===== config.mk =====
export PLATFORM = sky130hd
export DESIGN_NAME = tdm_mwrite_rf
export DESIGN_NICKNAME = d
export VERILOG_FILES = /design/src/rtl/tdm_rf_pkg.sv /design/src/rtl/tdm_slot_seq.sv /design/src/rtl/tdm_req_latch.sv /design/src/rtl/tdm_store_ram.sv /design/src/rtl/tdm_mwrite_rf.sv
export SDC_FILE = /design/constraint.sdc
export NUM_CORES = 1
export LEC_CHECK = 0
export CAP_MARGIN = 20
export CORE_MARGIN = 3
export CORE_UTILIZATION = 30
export DETAILED_ROUTE_END_ITERATION = 6
export PLACE_DENSITY = 0.56
export SLEW_MARGIN = 5
export SYNTH_ARGS = -nofsm -noshare
export SYNTH_HDL_FRONTEND = slang
export SYNTH_SLANG_ARGS = --single-unit

===== constraint.sdc =====
create_clock -name clk -period 3.52 [get_ports clk]
set_input_delay 0.528 -clock clk [delete_from_list [all_inputs] [get_ports clk]]
set_output_delay 0.528 -clock clk [all_outputs]
set_load 0.01 [all_outputs]

===== src/rtl/tdm_rf_pkg.sv =====
package tdm_rf_pkg;
  // Number of slots in one base cycle: every read port and every write port
  // gets exactly one slot on the single physical array port.
  function automatic int slot_total(input int nrd, input int nwr);
    return nrd + nwr;
  endfunction
endpackage


===== src/rtl/tdm_slot_seq.sv =====
module tdm_slot_seq #(
  parameter int NSLOT = 5,
  localparam int SW = (NSLOT > 1) ? $clog2(NSLOT) : 1
) (
  input  logic          clk,
  input  logic          rst,
  output logic [SW-1:0] slot_o,
  output logic          last_o
);
  localparam logic [SW-1:0] LAST = SW'(NSLOT - 1);

  logic [SW-1:0] slot_q, slot_nxt;
  logic          last_q;

  always_comb begin
    slot_nxt = (slot_q == LAST) ? '0 : slot_q + 1'b1;
  end

  always_ff @(posedge clk) begin
    if (rst) begin
      slot_q <= '0;
      last_q <= 1'b0;
    end else begin
      slot_q <= slot_nxt;
      last_q <= (slot_nxt == LAST);
    end
  end

  assign slot_o = slot_q;
  assign last_o = last_q;

  // counter stays in range, steps by one, wraps to zero
  a_r2_range: assert property (@(posedge clk) disable iff (rst) slot_q <= LAST);
  a_r2_wrap:  assert property (@(posedge clk) disable iff (rst)
                (slot_q == LAST) |=> (slot_q == '0));
  a_r2_step:  assert property (@(posedge clk) disable iff (rst)
                (slot_q != LAST) |=> (slot_q == $past(slot_q) + 1'b1));
  // strobe is a single-cycle pulse
  a_r2_pulse: assert property (@(posedge clk) disable iff (rst)
                last_q |=> !last_q);
endmodule


===== src/rtl/tdm_req_latch.sv =====
module tdm_req_latch #(
  parameter int NWR = 3,
  parameter int NRD = 2,
  parameter int AW  = 4,
  parameter int DW  = 16
) (
  input  logic              clk,
  input  logic              rst,
  input  logic              load,
  input  logic [NWR-1:0]    we_i,
  input  logic [NWR*AW-1:0] wa_i,
  input  logic [NWR*DW-1:0] wd_i,
  input  logic [NRD*AW-1:0] ra_i,
  output logic [NWR-1:0]    we_o,
  output logic [NWR*AW-1:0] wa_o,
  output logic [NWR*DW-1:0] wd_o,
  output logic [NRD*AW-1:0] ra_o
);
  always_ff @(posedge clk) begin
    if (rst) begin
      we_o <= '0;
      wa_o <= '0;
      wd_o <= '0;
      ra_o <= '0;
    end else if (load) begin
      we_o <= we_i;
      wa_o <= wa_i;
      wd_o <= wd_i;
      ra_o <= ra_i;
    end
  end

  // held batch does not move between boundaries
  a_r3_hold: assert property (@(posedge clk) disable iff (rst)
               !load |=> ($stable(we_o) && $stable(wa_o) && $stable(wd_o) && $stable(ra_o)));
endmodule


===== src/rtl/tdm_store_ram.sv =====
module tdm_store_ram #(
  parameter int DEPTH = 16,
  parameter int DW    = 16,
  localparam int AW   = $clog2(DEPTH)
) (
  input  logic          clk,
  input  logic          we,
  input  logic [AW-1:0] addr,
  input  logic [DW-1:0] wdata,
  output logic [DW-1:0] rdata
);
  // Single-port, read-first synchronous array so block RAM can be inferred.
  logic [DW-1:0] mem [DEPTH];

  always_ff @(posedge clk) begin
    if (we) mem[addr] <= wdata;
    rdata <= mem[addr];
  end
endmodule


===== src/rtl/tdm_mwrite_rf.sv =====
module tdm_mwrite_rf
  import tdm_rf_pkg::*;
#(
  parameter int DEPTH = 16,
  parameter int DW    = 16,
  parameter int NWR   = 3,
  parameter int NRD   = 2,
  localparam int AW   = $clog2(DEPTH)
) (
  input  logic              clk,
  input  logic              rst,
  input  logic [NWR-1:0]    wr_en,
  input  logic [NWR*AW-1:0] wr_addr,
  input  logic [NWR*DW-1:0] wr_data,
  input  logic [NRD*AW-1:0] rd_addr,
  output logic              base_tick,
  output logic [NRD*DW-1:0] rd_data
);
  localparam int NSLOT = slot_total(NRD, NWR);
  localparam int SW    = (NSLOT > 1) ? $clog2(NSLOT) : 1;

  logic [SW-1:0]     slot;
  logic              tick;
  logic [NWR-1:0]    we_q;
  logic [NWR*AW-1:0] wa_q;
  logic [NWR*DW-1:0] wd_q;
  logic [NRD*AW-1:0] ra_q;
  logic              phy_we;
  logic [AW-1:0]     phy_addr;
  logic [DW-1:0]     phy_wd;
  logic [DW-1:0]     ram_q;
  logic              rdv_q;
  logic [SW-1:0]     rdi_q;
  logic [NRD*DW-1:0] stage_q, stage_nxt, rd_data_q;

  tdm_slot_seq #(.NSLOT(NSLOT)) u_seq (
    .clk(clk), .rst(rst), .slot_o(slot), .last_o(tick)
  );

  tdm_req_latch #(.NWR(NWR), .NRD(NRD), .AW(AW), .DW(DW)) u_req (
    .clk(clk), .rst(rst), .load(tick),
    .we_i(wr_en), .wa_i(wr_addr), .wd_i(wr_data), .ra_i(rd_addr),
    .we_o(we_q), .wa_o(wa_q), .wd_o(wd_q), .ra_o(ra_q)
  );

  // Slot steering: read slots first, then write slots in port order.
  always_comb begin
    phy_we   = 1'b0;
    phy_addr = '0;
    phy_wd   = '0;
    for (int r = 0; r < NRD; r++) begin
      if (slot == SW'(r)) phy_addr = ra_q[r*AW +: AW];
    end
    for (int w = 0; w < NWR; w++) begin
      if (slot == SW'(NRD + w)) begin
        phy_addr = wa_q[w*AW +: AW];
        phy_we   = we_q[w];
        phy_wd   = wd_q[w*DW +: DW];
      end
    end
  end

  tdm_store_ram #(.DEPTH(DEPTH), .DW(DW)) u_ram (
    .clk(clk), .we(phy_we), .addr(phy_addr), .wdata(phy_wd), .rdata(ram_q)
  );

  // Return path: array output belongs to the read slot of the previous cycle.
  always_comb begin
    stage_nxt = stage_q;
    for (int j = 0; j < NRD; j++) begin
      if (rdv_q && (rdi_q == SW'(j))) stage_nxt[j*DW +: DW] = ram_q;
    end
  end

  always_ff @(posedge clk) begin
    if (rst) begin
      rdv_q     <= 1'b0;
      rdi_q     <= '0;
      stage_q   <= '0;
      rd_data_q <= '0;
    end else begin
      rdv_q   <= (int'(slot) < NRD);
      rdi_q   <= slot;
      stage_q <= stage_nxt;
      if (tick) rd_data_q <= stage_nxt;
    end
  end

  assign base_tick = tick;
  assign rd_data   = rd_data_q;

  // array is written only in write slots, after every read slot
  a_r5_write_slot: assert property (@(posedge clk) disable iff (rst)
                     phy_we |-> (int'(slot) >= NRD));
  // results held between boundaries
  a_r8_rd_hold: assert property (@(posedge clk) disable iff (rst)
                  !tick |=> $stable(rd_data_q));
  // a read slot is never captured in the boundary slot's successor
  a_r4_ret_slot: assert property (@(posedge clk) disable iff (rst)
                   rdv_q |-> (int'(rdi_q) < NRD));
endmodule


==> metrics.log, run 1 <==
[metrics] run status: complete, no violations
[metrics] total cell area at the placement stage: ~0.018 mm2
[metrics] routed len/inst: about 20 um
[metrics] Power per Cell Area: 559 mW/mm2
[metrics] cell area after synthesis: about 0.016 mm2
[metrics] number of non-filler instances in the completed layout: about 2100
[metrics] initial antenna violation count: 0
[metrics] final net count: 1451
[metrics] IO Port Bufs: about 110
[metrics] worst endpoint required time: roughly 4 ns
[metrics] critical-path cell with the highest stage delay: o32ai_1
[metrics] most frequent cells in the layout: edfxtp_1, nor2_1, dfxtp_1
[metrics] effective utilization at floorplan: between 30% and 40%
[metrics] height of the die: around 240 um
[metrics] post-synthesis net count: around 1300
[metrics] count of hold-fix buffers inserted at cts: 0
[metrics] R2R cell count: 9
[metrics] worst hold stages: 2
[metrics] Largest stage delay, worst path: 0.50 ns
[metrics] setup repair after global routing missed its margin: no
[metrics] number of warnings reported in the yosys synthesis log: 0
[metrics] net load switching power: approximately 0.0026 W
[metrics] proportion of layout cells with a drive suffix above 1: 9.74%
[metrics] portion of the clock cycle consumed by the worst path in the final layout: between 80% and 90%
[metrics] Flop pwr share: about half
[metrics] total number of H-tree levels: 2
[metrics] cell at the root of the clock tree: clkbuf_16
[metrics] number of primary I/O pins: 106
[metrics] worst path arrival time: around 3.6 ns
[metrics] list of cells traversed by the critical path: ha_1 > ha_1 > or2_4 > a221o_2 > nand2_2 > buf_4 > a211oi_1 > o32ai_1 > a211o_1
[metrics] internal cell power: approximately 0.0084 W
[metrics] clock network fraction of total power: between 40 and 50%
[metrics] setup TNS after final layout: 0 ns
[metrics] post-placement cell count: between 2000 and 2500
[metrics] clock tree sinks: slightly above 400
[metrics] flip-flop and latch count after synthesis: just over 400
[metrics] clock transition at the register clock pins on the worst setup and hold paths after CTS: 0.06 ns
[metrics] GR Overflow Total: 0
[metrics] slew at the pin closest to its max-slew limit: 0.961 ns
[metrics] Non-Filler Cell Area, Final: between 0.015 and 0.02 mm2
[metrics] sequential area share after synthesis: roughly two thirds
[metrics] via count of the first global-routing pass: between 10000 and 15000
[metrics] most common cell after layout, fill and taps aside: edfxtp_1
[metrics] Post-Syn Area per Cell: ~13 um2
[metrics] DR vias/cell: around 5
[metrics] Setup Crit Path Kind: reg2reg
[metrics] Max Slew Vio Count: 0
[metrics] insertion delay to the later sink of the worst-skew pair: about 0.54 ns
[metrics] GP Congestion: between 0.8 and 0.9
[metrics] count of maximum capacitance violations: 0
[metrics] core region area: about 0.053 mm2
[metrics] post-route minimum period: between 3 and 4 ns
[metrics] launching element type of the critical path: flip-flop
[metrics] maximum fanout encountered on the critical timing path: 23
[metrics] clock tree from TritonCTS: yes
[metrics] vias: roughly 11000
[metrics] standard-cell row count: 84
[metrics] Detail Placement HPWL: around 27000 um
[metrics] number of DRC markers after the initial detailed-route iteration: about 800
[metrics] maximum vdd drop: about 0.0003 V
[metrics] cells after synthesis: 1262
[metrics] detailed-route DRC error count: 0
[metrics] Setup violations, final: 0
[metrics] final hold violation count: 0
[metrics] Critical Path Sink Type: flip-flop
[metrics] Hold Crit Class: reg2reg
[metrics] die outline area: 0.0565 mm2
[metrics] detailed-routing iteration count for the pre-antenna-repair pass: 5
[metrics] max_slew headroom: 36.0%
[metrics] worst slack on hold paths: 0.468 ns
[metrics] Bufs on Longest Clock Path: 3
[metrics] Layout area overhead: 21.3%
[metrics] reported leakage power: just under 7 nW
[metrics] Post-Route WL: around 41000 um
[metrics] total track usage: 14.1%
[metrics] switching share of power: between 20% and 30%
[metrics] Detail Route Antenna Nets: 0
[metrics] clock skew: roughly 0.018 ns
[metrics] quantity of gates resized following cts: 0
[metrics] number of clock buffers inserted by TritonCTS: 42
[metrics] Post-CTS Repair Setup Buffers: 0
[metrics] diodes inserted: 0
[metrics] global-route wire length before repair: about 62000 um
[metrics] most numerous cell on the critical path: ha_1
[metrics] post-synth cell types: 40
[metrics] fraction of power consumed by combinational cells: roughly 10%
[metrics] largest net degree at the start of global routing: 136
[metrics] Die X: approximately 240 um
[metrics] timing-limited maximum frequency: about 320 MHz
layer usage:
layer	track usage (%)	share of wire, %	routed length (um)	vias to the layer above
li1	-	-	-	5012
met4	5.46	3.5	1430	0
met3	2.80	5.1	2110	88
met1	18.5	44	18100	5192
met5	0	0	0	-
met2	23.3	47	19400	270
synthesized netlist by cell type:
cell	instances	area, um2
a32oi_1	16	140
nor3_1	3	15.0
o21a_1	2	15.0
o21ai_1	2	10.0
edfxtp_1	256	7690
nor4bb_1	1	10.0
nand2_1	76	285
dfxtp_1	159	3180
a222oi_1	2	20.0
o21ai_0	33	165
or2_4	1	8.76
o32ai_1	16	140
a311oi_1	31	272
a31oi_1	18	113
nor2_1	192	721
nor2b_1	3	18.8
clkbuf_1	66	248
buf_1	10	37.5
mux2i_1	103	1030
a221o_1	3	30.0
nor3b_1	2	15.0
nand3b_1	4	30.0
a221oi_2	2	30.0
buf_2	24	120
and2_1	2	12.5
nand2b_1	2	12.5
inv_1	6	22.5
a311oi_2	1	15.0
or2_2	1	6.26
ha_1	5	62.6
buf_4	3	22.5
nand3_1	2	10.0
and3_1	64	400
buf_6	4	45.0
a211o_1	16	140
a21oi_1	2	10.0
a211oi_1	96	721
nor4b_1	1	8.76
a221oi_1	16	140
a22o_1	16	140
worst paths after layout:
kind / from / endpoint / slack [ns]
setup reg to reg: u_seq.slot_o[0] / u_ram.rdata[5] / 0.41
setup / recovery: u_seq.slot_o[0] / u_ram.rdata[5] / 0.41
hold reg to reg: u_seq.slot_o[2] / rdi_q[2] / 0.47
hold / removal: u_seq.slot_o[2] / rdi_q[2] / 0.47
power by group through the flow:
| stage | Combinational (W) | Sequential, W | Clock, W |
|---|---|---|---|
| after floorplan | 0.000679 | 0.00543 | 0 |
| after global placement | 0.00108 | 0.00552 | 0 |
| after detailed placement | 0.00109 | 0.00551 | 0 |
| after CTS | 0.00110 | 0.00541 | 0.00454 |
| after global routing | 0.00118 | 0.00542 | 0.00472 |
| final | 0.00109 | 0.00541 | 0.00444 |
metrics by stage:
step	total power (W)	util [%]	setup slack, ns
after detailed placement	0.00660	34.4	0.449
after floorplan	0.00611	-	0.294
final	0.0109	37.0	0.413
after global routing	0.0113	37.0	0.151
after CTS	0.0110	36.9	0.406
after global placement	0.00659	34.3	0.507
critical path: cells and delay by family, from the launching register on:
family / cells / cell delay [ns]
AO/OA/AOI/OAI: 4 / 1.17
AND/OR/NAND/NOR: 2 / 0.67
adder cells (fa/ha/maj): 2 / 0.51
buffers and inverters: 1 / 0.36
flip-flops: 1 / 0.35
sequential cells by signal, summed over array words and instances, names as in the netlist:
name and flops:
u_req.we_o 3, stage_q 32, rdv_q 1, u_seq.last_o 1, u_req.wd_o 48, u_req.wa_o 12
u_ram.mem 256, u_seq.slot_o 3, rd_data 32, u_ram.rdata 16, rdi_q 3, u_req.ra_o 8
cell families (layout without fill, tap and decap cells):
group	after synthesis	after routing	share of synthesized area, %
compound gates	272	272	13.0
fa+ha+maj	5	5	0.388
buf+inv	113	258	3.07
flops	415	415	67.5
mux	103	103	6.40
simple gates	354	354	9.64
cell type report:
class | instances | area (um2)
tap | 688 | 861
clock buffer | 72 | 1260
multi-input combinational | 734 | 4790
fill | 5048 | 33300
timing repair buffer | 174 | 1640
sequential | 415 | 10900
inverter | 6 | 22.5
clock inverter | 6 | 104
No activity file was read; power rests on OpenSTA's default activity.
==> run 2: changes to the inputs <==
CORE_UTILIZATION = 59   (was 30)
PLACE_DENSITY = 0.9   (was 0.56)
==> run 2 against run 1 <==
- die area shrank 48%
- fmax decreased by 2.1%
- power fell by 1.2%
- register-to-register slack worse by 0.07 ns
- setup slack got worse by 0.068 ns
- utilization up 35 points
- hold slack improved by 0.014 ns
- clock skew is 0.00089 ns lower
- combinational power barely moved
- count of clock-buffer cells in the layout shrank 13
==> metrics.log, run 2 (synthesis gave the netlist of run 1 again) <==
[metrics] clock tree sinks: 415
[metrics] Power per Cell Area: 566 mW/mm2
[metrics] die outline area: 0.0293 mm2
[metrics] Post-CTS Repair Setup Buffers: 0
[metrics] overall power after layout: between 0.01 and 0.015 W
[metrics] Layout area overhead: 18.4%
[metrics] final hold violation count: 0
[metrics] Critical path destination: u_ram.rdata[12]
[metrics] routed len/inst: 23.8 um
[metrics] r2r endpoint: u_ram.rdata[12]
[metrics] via count of the first global-routing pass: 11300
[metrics] GR Overflow Total: 0
[metrics] core region area: between 0.02 and 0.03 mm2
[metrics] Setup Crit Path Kind: reg2reg
[metrics] worst endpoint required time: 3.94 ns
[metrics] total number of H-tree levels: 2
[metrics] portion of the clock cycle consumed by the worst path in the final layout: roughly nine tenths
[metrics] largest net degree at the start of global routing: 136
[metrics] total track usage: between 20% and 30%
[metrics] Bufs on Longest Clock Path: 3
[metrics] Max Slew Vio Count: 0
[metrics] Detail Route Antenna Nets: 0
[metrics] most common cell after layout, fill and taps aside: edfxtp_1
[metrics] detailed-route DRC error count: 0
[metrics] quantity of gates resized following cts: 0
[metrics] maximum vdd drop: slightly below 0.0004 V
[metrics] timing-limited maximum frequency: 315 MHz
[metrics] most frequent cells in the layout: edfxtp_1, nor2_1, dfxtp_1
[metrics] number of DRC markers after the initial detailed-route iteration: roughly 1900
[metrics] Critical path origin: u_seq.slot_o[0]
[metrics] Non-Filler Cell Area, Final: roughly 0.019 mm2
[metrics] setup TNS after final layout: 0 ns
[metrics] clock transition at the register clock pins on the worst setup and hold paths after CTS: roughly 0.06 ns
[metrics] insertion delay to the later sink of the worst-skew pair: 0.54 ns
[metrics] slew at the pin closest to its max-slew limit: approximately 1.0 ns
[metrics] final net count: ~1500
[metrics] list of cells traversed by the critical path: inv_1 > ha_1 > a21oi_1 > a221o_2 > nand2_2 > buf_12 > a211oi_1 > o32ai_1 > a211o_1
[metrics] flip-flop count of the largest register after layout: around 260
[metrics] launching element type of the critical path: flip-flop
[metrics] count of maximum capacitance violations: 0
[metrics] detailed-routing iteration count for the pre-antenna-repair pass: 6
[metrics] final core occ: around 72%
[metrics] diodes inserted: 0
[metrics] max_slew headroom: about a third
[metrics] largest registers: u_ram.mem x256, u_req.wd_o x48
[metrics] cell at the root of the clock tree: clkbuf_16
[metrics] Most flops, register: u_ram.mem
[metrics] R2R cell count: 9
[metrics] Detail Placement HPWL: 25000 um
[metrics] initial antenna violation count: 0
[metrics] worst hold stages: 2
[metrics] worst path arrival time: between 3 and 4 ns
[metrics] startpoint of the worst register-to-register path: u_seq.slot_o[0]
[metrics] maximum fanout encountered on the critical timing path: 63
[metrics] proportion of layout cells with a drive suffix above 1: between 10% and 20%
[metrics] clock tree from TritonCTS: yes
[metrics] setup repair after global routing missed its margin: no
[metrics] Setup violations, final: 0
[metrics] post-route minimum period: approximately 3.2 ns
[metrics] number of primary I/O pins: between 100 and 150
[metrics] GP Congestion: 0.893
[metrics] global-route wire length before repair: 63400 um
[metrics] number of clock buffers inserted by TritonCTS: 40
[metrics] clock skew: approximately 0.018 ns
[metrics] r2r setup slk: roughly 0.35 ns
[metrics] height of the die: about 170 um
[metrics] DR vias/cell: 6.58
[metrics] Largest stage delay, worst path: approximately 0.49 ns
[metrics] reported leakage power: 6.77 nW
[metrics] total cell area at the placement stage: approximately 0.018 mm2
[metrics] worst slack at placement: around 0.44 ns
[metrics] Die X: 171 um
[metrics] Worst Slack Setup Final: between 0.3 and 0.4 ns
[metrics] Hold Crit Class: reg2reg
[metrics] run status: complete, no violations
[metrics] Critical Path Sink Type: flip-flop
[metrics] critical-path cell with the highest stage delay: a221o_2
[metrics] vias: between 10000 and 15000
[metrics] standard-cell row count: 59
[metrics] Post-Route WL: a little over 40000 um
[metrics] number of inserted filler cells in the final layout: ~1500
[metrics] effective utilization at floorplan: around three fifths
[metrics] count of hold-fix buffers inserted at cts: 0
[metrics] IO Port Bufs: 105
## run 2: report_power, final
part           internal, W  switching, W  total (W)
clock              0.00253       0.00177    0.00430
combinational     0.000441      0.000683    0.00112
sequential         0.00528     0.0000988    0.00538
total              0.00825       0.00255     0.0108
## run 2: critical path: cells and delay by family (launching register included)
family	cells	cell delay, ns
flops	1	0.38
simple gates	1	0.24
compound gates	5	1.66
buf+inv	2	0.40
fa+ha+maj	1	0.35
## run 2: how the worst min path moves through the flow
| stage | startpoint | end | slack [ns] |
|---|---|---|---|
| 2_1_floorplan | u_seq.slot_o[1] | rdv_q | 0.45 |
| 3_3_place_gp | rd_data[4] | rd_data[4] | 0.47 |
| 3_5_place_dp | rd_data[3] | rd_data[3] | 0.48 |
| 4_1_cts | rd_data[3] | rd_data[3] | 0.49 |
| 5_1_grt | rd_data[25] | rd_data[25] | 0.50 |
| 6_report | rd_data[8] | rd_data[8] | 0.48 |
## run 2: routing by layer
| metal | global-route usage, % | up-vias | part of all wire, % | wire length, um |
|---|---|---|---|---|
| li1 | - | 5003 | - | - |
| met1 | 36.1 | 5533 | 38 | 15600 |
| met2 | 47.9 | 782 | 49 | 20400 |
| met3 | 5.15 | 126 | 9.8 | 4070 |
| met4 | 9.24 | 0 | 3.1 | 1290 |
| met5 | 0 | - | 0 | 0 |
## run 2: area by class of cell
class | count | area (um2) | area share [%]
clock buffer | 59 | 1170 | 6.12
timing repair buffer | 178 | 1650 | 8.66
multi-input combinational | 734 | 4790 | 25.1
clock inverter | 13 | 155 | 0.813
tap | 335 | 419 | 2.20
sequential | 415 | 10900 | 57.0
inverter | 6 | 22.5 | 0.118
## run 2: stage by stage
stage               cells  hold slack, ns
floorplan            1262           0.448
finish               1740           0.482
global placement     1662           0.472
global route         1740           0.504
detailed placement   1664           0.478
CTS                  1736           0.486
==> run 3: changes to the inputs <==
REMOVE_ABC_BUFFERS = 1   (was not set)
==> run 3 against run 2 <==
- combinational power about the same
- global-route usage fell by 0.12 points
- non-clock buffer count increased by 3
- hold slack got worse by 0.0018 ns
- sequential power about the same
- register-to-register slack better by 0.05 ns
- critical path type unchanged
- critical endpoint is now u_ram.rdata[10]
- largest cell class unchanged
- highest routed layer unchanged
==> metrics.log, run 3 (synthesis gave the netlist of run 1 again) <==
[metrics] run status: complete, no violations
[metrics] Setup violations, final: 0
[metrics] Layout area overhead: 18.1%
[metrics] total number of H-tree levels: 2
[metrics] via count of the first global-routing pass: about 11000
[metrics] GR Overflow Total: 0
[metrics] count of maximum capacitance violations: 0
[metrics] post-placement cell count: roughly 1700
[metrics] most common cell after layout, fill and taps aside: edfxtp_1
[metrics] Die X: around 170 um
[metrics] R2R cell count: 10
[metrics] clock tree from TritonCTS: yes
[metrics] slew at the pin closest to its max-slew limit: roughly 1.0 ns
[metrics] worst slack at placement: 0.490 ns
[metrics] effective utilization at floorplan: between 60% and 70%
[metrics] number of non-filler instances in the completed layout: between 1500 and 2000
[metrics] standard-cell row count: between 50 and 60
[metrics] portion of the clock cycle consumed by the worst path in the final layout: around 89%
[metrics] Hold Crit Class: reg2reg
[metrics] initial antenna violation count: 0
[metrics] Critical Path Sink Type: flip-flop
[metrics] max_slew headroom: between 30% and 40%
[metrics] Setup Crit Path Kind: reg2reg
[metrics] worst path arrival time: around 3.6 ns
[metrics] launching element type of the critical path: flip-flop
[metrics] maximum fanout encountered on the critical timing path: 11
[metrics] Bufs on Longest Clock Path: 3
[metrics] post-route minimum period: between 3 and 4 ns
[metrics] flip-flop count of the largest register after layout: around 260
[metrics] proportion of layout cells with a drive suffix above 1: between 10% and 20%
[metrics] global-route wire length before repair: approximately 63000 um
[metrics] routed len/inst: ~23 um
[metrics] final net count: ~1500
[metrics] Worst Slack Setup Final: slightly below 0.4 ns
[metrics] Detail Route Antenna Nets: 0
[metrics] number of clock buffers inserted by TritonCTS: 40
[metrics] Most flops, register: u_ram.mem
[metrics] maximum vdd drop: slightly below 0.0004 V
[metrics] number of DRC markers after the initial detailed-route iteration: roughly 1500
[metrics] GP Congestion: 0.896
[metrics] Post-Route WL: roughly 41000 um
[metrics] IO Port Bufs: 105
[metrics] vias: around 11000
[metrics] clock skew: ~0.012 ns
[metrics] insertion delay to the later sink of the worst-skew pair: 0.52 ns
[metrics] diodes inserted: 0
[metrics] quantity of gates resized following cts: 0
[metrics] die outline area: about 0.03 mm2
[metrics] largest net degree at the start of global routing: between 90 and 100
[metrics] largest registers: u_ram.mem x256, u_req.wd_o x48
[metrics] clock transition at the register clock pins on the worst setup and hold paths after CTS: approximately 0.06 ns
[metrics] detailed-route DRC error count: 0
[metrics] most frequent cells in the layout: edfxtp_1, nor2_1, dfxtp_1
[metrics] core region area: between 0.02 and 0.03 mm2
[metrics] clock tree sinks: between 400 and 500
[metrics] setup repair after global routing missed its margin: no
[metrics] worst hold stages: 2
[metrics] detailed-routing iteration count for the pre-antenna-repair pass: 7
[metrics] worst slack on hold paths: roughly 0.48 ns
[metrics] Post-CTS Repair Setup Buffers: 0
[metrics] final hold violation count: 0
[metrics] Detail Placement HPWL: 24500 um
[metrics] Max Slew Vio Count: 0
[metrics] timing-limited maximum frequency: around 320 MHz
[metrics] number of primary I/O pins: between 100 and 150
[metrics] DR vias/cell: between 6 and 7
[metrics] height of the die: around 170 um
[metrics] Power per Cell Area: between 500 and 600 mW/mm2
[metrics] total track usage: approximately 28%
[metrics] cell at the root of the clock tree: clkbuf_16
[metrics] count of hold-fix buffers inserted at cts: 0
[metrics] reported leakage power: about 6.7 nW
[metrics] worst endpoint required time: 3.98 ns
==> run 3: cell types whose count changed in the layout (fill, tap and decap cells not counted), sizes merged <==
cell      change
clkinv       +10
buf           +4
clkbuf       -11
clkinvlp      +3
inv           -3
==> run 3: worst max-delay path, stage by stage, from the launching register on <==
cell,delay [ns]
dfxtp_1,0.34
inv_1,0.13
ha_1,0.37
nor2b_1,0.18
a31oi_1,0.05
a222oi_1,0.37
buf_4,0.20
nand2_1,0.34
buf_4,0.35
o32ai_1,0.56
a211o_1,0.16
==> run 3: path summary, 6_finish.rpt <==
check,start,end,slack (ns)
worst max register to register,u_seq.slot_o[0],u_ram.rdata[10],0.39
worst min register to register,rd_data[22],rd_data[22],0.48
worst min-delay path,rd_data[22],rd_data[22],0.48
worst max-delay path,u_seq.slot_o[0],u_ram.rdata[10],0.39
==> run 3: layout make-up <==
class / count / area, um2
timing repair buffer: 181 / 1660
tap: 335 / 419
multi-input combinational: 734 / 4790
fill: 1687 / 7400
sequential: 415 / 10900
clock buffer: 49 / 1080
clock inverter: 23 / 191
inverter: 6 / 22.5
==> run 3: metal layers <==
metal  share of wire, %  track usage (%)  wire length [um]  vias up
met5                  0                0                 0        -
met4                3.4             10.7              1380        0
met3                 10             5.84              4250      143
met2                 49             46.1             19700      770
met1                 37             36.2             15200     5438
li1                   -                -                 -     5015
==> run 3: power breakdown <==
group / total, W / internal (W) / switching [W]
Clock: 0.00415 / 0.00240 / 0.00175
Sequential: 0.00536 / 0.00528 / 0.0000835
Combinational: 0.00109 / 0.000431 / 0.000655
==> run 3: through the flow <==
step | instance area [um2] | utilization, % | total power (W) | setup TNS, ns
after global routing | 19000 | 72.0 | 0.0109 | 0
after detailed placement | 17700 | 67.1 | 0.00652 | 0
after CTS | 19000 | 71.9 | 0.0106 | 0
final | 19000 | 72.0 | 0.0106 | 0
after floorplan | 15600 | - | 0.00605 | -446.13
after global placement | 17700 | 67.1 | 0.00647 | 0
